File: src/rtl/lcadd_pkg.sv
package lcadd_pkg;

    localparam int CS_W   = 8;
    localparam int FLD_W  = 4;
    localparam logic [FLD_W-1:0] FLD_MAX = '1;

    // count in the upper nibble, limit in the lower nibble
    typedef struct packed {
        logic [FLD_W-1:0] count;
        logic [FLD_W-1:0] limit;
    } cstate_t;

endpackage

File: src/rtl/lcadd_arm.sv
module lcadd_arm (
    input  logic clk,
    input  logic rst_n,
    input  logic in_valid,
    input  logic save_req,
    output logic arm_eff
);

    typedef struct packed {
        logic armed;
    } arm_t;

    arm_t st_d, st_q;

    always_comb begin
        st_d    = st_q;
        arm_eff = st_q.armed | save_req;
        if (in_valid) begin
            st_d.armed = 1'b0;
        end else begin
            st_d.armed = arm_eff;
        end
    end

    always_ff @(posedge clk or negedge rst_n) begin
        if (!rst_n) begin
            st_q <= '0;
        end else begin
            st_q <= st_d;
        end
    end

    // an addition always consumes the arming
    p_disarm_r6: assert property (@(posedge clk) disable iff (!rst_n)
        in_valid |=> !st_q.armed);

    // a request without an addition stays pending
    p_pending_r6: assert property (@(posedge clk) disable iff (!rst_n)
        (save_req && !in_valid) |=> st_q.armed);

endmodule

File: src/rtl/lcadd_lane.sv
module lcadd_lane #(
    parameter int ELEM_W = 16
) (
    input  logic [ELEM_W-1:0]    opa,
    input  logic [ELEM_W-1:0]    opb,
    input  lcadd_pkg::cstate_t   cs_in,
    input  logic                 save,
    output logic [ELEM_W-1:0]    sum,
    output lcadd_pkg::cstate_t   cs_out,
    output logic                 ovf
);
    import lcadd_pkg::*;

    logic [ELEM_W:0]   wide;
    logic              carry;
    logic [ELEM_W-1:0] room;
    logic [FLD_W-1:0]  room_sat;
    logic              at_max;

    always_comb begin
        wide  = {1'b0, opa} + {1'b0, opb};
        sum   = wide[ELEM_W-1:0];
        carry = wide[ELEM_W];
        room  = {ELEM_W{1'b1}} - sum;
    end

    generate
        if (ELEM_W > FLD_W) begin : g_sat
            always_comb begin
                room_sat = (|room[ELEM_W-1:FLD_W]) ? FLD_MAX : room[FLD_W-1:0];
            end
        end else begin : g_fit
            always_comb begin
                room_sat = room;
            end
        end
    endgenerate

    always_comb begin
        at_max = (cs_in.count == FLD_MAX);
        cs_out = cs_in;
        ovf    = 1'b0;
        if (save) begin
            cs_out.limit = room_sat;
            if (carry) begin
                if (at_max) begin
                    ovf = 1'b1;
                end else begin
                    cs_out.count = cs_in.count + 4'd1;
                end
            end
        end
    end

endmodule

File: src/rtl/lane_carry_adder.sv
module lane_carry_adder #(
    parameter int LANES  = 4,
    parameter int ELEM_W = 16
) (
    input  logic                     clk,
    input  logic                     rst_n,
    input  logic                     in_valid,
    input  logic                     save_req,
    input  logic [LANES*ELEM_W-1:0]  opa,
    input  logic [LANES*ELEM_W-1:0]  opb,
    input  logic [LANES*8-1:0]       cstate_in,
    output logic                     out_valid,
    output logic [LANES*ELEM_W-1:0]  sum_out,
    output logic [LANES*8-1:0]       cstate_out,
    output logic [LANES-1:0]         cnt_ovf
);
    import lcadd_pkg::*;

    localparam int VEC_W = LANES * ELEM_W;
    localparam int CSV_W = LANES * CS_W;

    typedef struct packed {
        logic              valid;
        logic              saved;
        logic [VEC_W-1:0]  sum;
        logic [CSV_W-1:0]  cs;
        logic [LANES-1:0]  ovf;
    } stage_t;

    stage_t st_d, st_q;

    logic              arm_eff;
    logic [VEC_W-1:0]  lane_sum;
    logic [CSV_W-1:0]  lane_cs;
    logic [LANES-1:0]  lane_ovf;

    lcadd_arm u_arm (
        .clk      (clk),
        .rst_n    (rst_n),
        .in_valid (in_valid),
        .save_req (save_req),
        .arm_eff  (arm_eff)
    );

    generate
        for (genvar g = 0; g < LANES; g++) begin : g_lane
            cstate_t cs_i, cs_o;
            always_comb cs_i = cstate_in[g*CS_W +: CS_W];

            lcadd_lane #(.ELEM_W(ELEM_W)) u_lane (
                .opa    (opa[g*ELEM_W +: ELEM_W]),
                .opb    (opb[g*ELEM_W +: ELEM_W]),
                .cs_in  (cs_i),
                .save   (arm_eff),
                .sum    (lane_sum[g*ELEM_W +: ELEM_W]),
                .cs_out (cs_o),
                .ovf    (lane_ovf[g])
            );
            always_comb lane_cs[g*CS_W +: CS_W] = cs_o;

            // count moves by at most one, or the lane flags overflow
            p_count_step_r3: assert property (@(posedge clk) disable iff (!rst_n)
                (in_valid && arm_eff) |=>
                    (cstate_out[g*CS_W+FLD_W +: FLD_W] == $past(cstate_in[g*CS_W+FLD_W +: FLD_W])) ||
                    (cstate_out[g*CS_W+FLD_W +: FLD_W] == $past(cstate_in[g*CS_W+FLD_W +: FLD_W]) + 4'd1) ||
                    cnt_ovf[g]);

            // an unsaturated limit plus the sum reaches the all-ones value
            p_limit_r4: assert property (@(posedge clk) disable iff (!rst_n)
                (out_valid && st_q.saved && (cstate_out[g*CS_W +: FLD_W] != FLD_MAX)) |->
                    ((sum_out[g*ELEM_W +: ELEM_W] + ELEM_W'(cstate_out[g*CS_W +: FLD_W]))
                        == {ELEM_W{1'b1}}));

            p_no_overflow_r5: assert property (@(posedge clk) disable iff (!rst_n)
                cnt_ovf[g] |-> (cstate_out[g*CS_W+FLD_W +: FLD_W] == FLD_MAX));
        end
    endgenerate

    always_comb begin
        st_d       = st_q;
        st_d.valid = in_valid;
        if (in_valid) begin
            st_d.saved = arm_eff;
            st_d.sum   = lane_sum;
            st_d.cs    = lane_cs;
            st_d.ovf   = lane_ovf;
        end
    end

    always_ff @(posedge clk or negedge rst_n) begin
        if (!rst_n) begin
            st_q <= '0;
        end else begin
            st_q <= st_d;
        end
    end

    always_comb begin
        out_valid  = st_q.valid;
        sum_out    = st_q.sum;
        cstate_out = st_q.cs;
        cnt_ovf    = st_q.ovf;
    end

    p_passthru_r7: assert property (@(posedge clk) disable iff (!rst_n)
        (in_valid && !arm_eff) |=> (cstate_out == $past(cstate_in)) && (cnt_ovf == '0));

    p_valid_r8: assert property (@(posedge clk) disable iff (!rst_n)
        in_valid |=> out_valid);

    p_idle_r8: assert property (@(posedge clk) disable iff (!rst_n)
        !in_valid |=> !out_valid);

    p_hold_r9: assert property (@(posedge clk) disable iff (!rst_n)
        !in_valid |=> $stable(sum_out) && $stable(cstate_out) && $stable(cnt_ovf));

endmodule

File: config.mk
export PLATFORM = sky130hd
export DESIGN_NAME = lane_carry_adder
export DESIGN_NICKNAME = d
export VERILOG_FILES = /design/src/rtl/lcadd_pkg.sv /design/src/rtl/lcadd_arm.sv /design/src/rtl/lcadd_lane.sv /design/src/rtl/lane_carry_adder.sv
export SDC_FILE = /design/constraint.sdc
export NUM_CORES = 1
export LEC_CHECK = 0
export BUFFER_PORTS_ARGS = -buffer_cell sky130_fd_sc_hd__buf_2
export CAP_MARGIN = 25
export CELL_PAD_IN_SITES_DETAIL_PLACEMENT = 1
export CELL_PAD_IN_SITES_GLOBAL_PLACEMENT = 1
export CORE_AREA = 8 8 155 157
export CTS_BUF_LIST = sky130_fd_sc_hd__clkbuf_4 sky130_fd_sc_hd__clkbuf_8 sky130_fd_sc_hd__clkbuf_16
export CTS_CLUSTER_DIAMETER = 50
export DETAILED_ROUTE_END_ITERATION = 8
export DIE_AREA = 0 0 163 165
export GPL_TIMING_DRIVEN = 0
export HOLD_SLACK_MARGIN = 0.15
export PLACE_DENSITY_LB_ADDON = 0.1
export SYNTH_ARGS = -nofsm -noshare
export SYNTH_HDL_FRONTEND = slang
export SYNTH_SLANG_ARGS = --single-unit
File: constraint.sdc
create_clock -name clk -period 1.8 [get_ports clk]
set_input_delay 0.09 -clock clk [delete_from_list [all_inputs] [get_ports clk]]
set_output_delay 0.09 -clock clk [all_outputs]
set_load 0.01 [all_outputs]
==> metrics.cfg <==
[clocking]
tritoncts=built
root_buffer=clkbuf_16
cts_inserted_buffers=9
clock_latency_ns=0.35
clock-sinks=102
clkSlewWorstSetupHoldPaths_ns=0.08
clock_path_buffers=2
htree_levels=3

[timing]
worst_slack_ns=-0.5886
fin_crit_ns=2.389
max_freq_mhz=418.7
grt_setup_unrepaired=yes
holdWs_ns=0.1542
slew_violations=0
relSlewSlack_pct=45.01
fin_tns_setup_ns=-14.15
period_share_pct=132.7
tightest_slew_ns=0.8248
setup_viol=45
finalHoldViolations=0
clock_skew_ns=0.009092

[job]
cap_violations=0

[status]
status=complete, but fails checks
violations=setup timing

[grt]
grt_start_max_net_pins=54
antenna_found_initial=1
grt_pass1_vias=8080
gr-total-overflow=0
grt_usage_pct=21.44
grt_pass1_wl_um=45220

[routing]
routed.top_layer=met5
routed-wl-met3_um=1696
first_pass_iters=4
drt_iter0_drc=257
viasPerCell=5.323
routed-via-count=7426
postRouteAntennaNets=0
dr_wl_met2_um=14720
wl_per_cell_um=21.33
wl_met1_um=12730
drc_errors=0
wl_um=29750

[setup_path]
worst_r2r_endpoint=cstate_out[0]
cp-endpoint=sum_out[38]
crit_arrival_ns=2.64
critPathRequiredTime_ns=2.05
r2r_slack_ns=-0.42
path_class=input port to register
r2r_cells=7
r2r-start=u_arm.st_q
end_kind=register
cp-startpoint=opa[32]
startpoint_type=input port
cp_max_fo=2

[synth]
avgSynthCellArea_sq_um=9.557
synth-seq-cells=102
yosysMostFrequentCell=dfrtp_1
async_reset_ff_share_pct=100.0
syn_inst=758
synth_area_leaders=dfrtp_1 (35%), ha_1 (12%), mux2_2 (6.2%)
yosysWarnings=0
syn_area_sq_mm=0.007244
synth_cell_types=62
synthFlopType=dfrtp_1
synth_top_cell_by_area=dfrtp_1
synth_edf_count=0
synthTopCellsByCount=dfrtp_1 (102), ha_1 (68), a21oi_1 (56)
syn_nets=994
yosysTopAreaCellShare_pct=35.23
ys_seq_area_share_pct=35.23

[place]
port-buffer-count=264
placed_area_sq_mm=0.009364
dp_hpwl_um=22020
dp.cells=1303
pre_cts_ws_ns=-1.195
place_congestion=0.8061

[floorplanning]
fp.dieH_um=165
initial_core_util_pct=33.72
dieArea_sq_mm=0.02690
die-width_um=163
core_region_area_sq_mm=0.02149
rows=54
io_pins=265

[final_layout]
synthToLayoutAreaGrowth_pct=52.97
drive_above_1_share_pct=46.37
fillCellCount=2459
nets=1346
fin_cells=1395
n_antenna_cell=0
fin_util_pct=51.58
postLayoutCellArea_sq_mm=0.01108

[power]
power_mw=8.532
p_leak_nw=4.870
irDropWorstVdd_mv=0.4280
cellPowerDensity_mw_per_mm2=769.9

[hold_path]
hold_class=input port to register

## registers in the layout (all words and copies together), names as in the netlist
| signal | cells |
|---|---|
| cnt_ovf | 4 |
| u_arm.st_q | 1 |
| cstate_out | 32 |
| sum_out | 64 |
| out_valid | 1 |
## area by class of cell
cell class / instances / area [sq um] / area share [%]
plain buffers: 23 / 93.84 / 0.8468
clock buffers: 10 / 232.7 / 2.100
clock inverters: 6 / 62.56 / 0.5645
inverters: 23 / 86.33 / 0.7790
multi-input cells: 610 / 5584 / 50.39
flip-flops and latches: 102 / 2552 / 23.03
well taps: 280 / 350.3 / 3.161
repair buffers: 341 / 2120 / 19.13
## per-layer routing
layer  track usage [%]  vias to the layer above
li1                  -                     3562
met1             26.24                     3628
met2             36.55                      192
met3             4.910                       42
met4             7.214                        2
met5                 0                        -
## what timing repair did
item | 4_1_cts | 5_1_grt
pin swaps | 48 | 46
endpoints found under the setup margin | 61 | 54
gates resized for setup | 63 | 89
hold buffers | 28 | 0
hold endpoints to repair | 81 | 0
setup buffers | 33 | 16
## worst max-delay path, stage by stage
cell	delay [ns]
buf_8	0.10
ha_4	0.16
fa_2	0.37
a211oi_4	0.27
buf_4	0.16
buf_4	0.10
buf_4	0.09
buf_4	0.08
buf_4	0.09
buf_4	0.09
buf_4	0.09
buf_4	0.09
buf_4	0.10
buf_4	0.10
buf_4	0.09
o21bai_1	0.08
a21oi_2	0.15
xnor2_1	0.07
mux2_2	0.26
## worst min-delay path by stage
stage / cells after the start / to / startpoint
2_1_floorplan: 0 / cnt_ovf[0] / rst_n
3_3_place_gp: 1 / out_valid / in_valid
3_5_place_dp: 1 / cstate_out[14] / rst_n
4_1_cts: 4 / cstate_out[3] / cstate_in[3]
5_1_grt: 4 / cstate_out[31] / in_valid
6_report: 4 / cstate_out[3] / cstate_in[3]
## cells in the final DEF (no fill, tap or decap), types with 5 or more instances in the layout
| cell | n |
|---|---|
| a211oi_1 | 9 |
| a21o_1 | 25 |
| a21oi_1 | 44 |
| a21oi_2 | 10 |
| a31oi_1 | 11 |
| a41oi_2 | 6 |
| buf_2 | 252 |
| buf_4 | 37 |
| buf_6 | 22 |
| clkbuf_1 | 17 |
| clkbuf_16 | 9 |
| clkbuf_2 | 5 |
| dfrtp_1 | 102 |
| dlygate4sd3_1 | 28 |
| ha_1 | 39 |
| ha_2 | 7 |
| ha_4 | 22 |
| inv_1 | 23 |
| mux2_2 | 33 |
| mux2_4 | 7 |
| nand2_1 | 39 |
| nand2_2 | 5 |
| nand3_1 | 21 |
| nand4_1 | 8 |
| nor2_1 | 51 |
| nor2b_1 | 5 |
| nor3_1 | 10 |
| o21a_1 | 5 |
| o21ai_0 | 36 |
| o21ai_1 | 7 |
| o21ai_2 | 9 |
| or3_1 | 18 |
| xnor2_1 | 24 |
| xnor2_2 | 5 |
| xor2_1 | 19 |
## cells by family after synthesis
family          share of synthesized area [%]
buf+inv                                 2.383
mux                                     6.770
simple gates                            13.83
compound gates                          22.52
xor+xnor                                6.408
fa+ha+maj                               12.85
flops                                   35.23
## power by group
part,switching [mW],internal (mW)
combinational,1.91,1.67
sequential,0.226,2.69
clock,0.943,1.09
No activity file was read; power rests on OpenSTA's default activity.
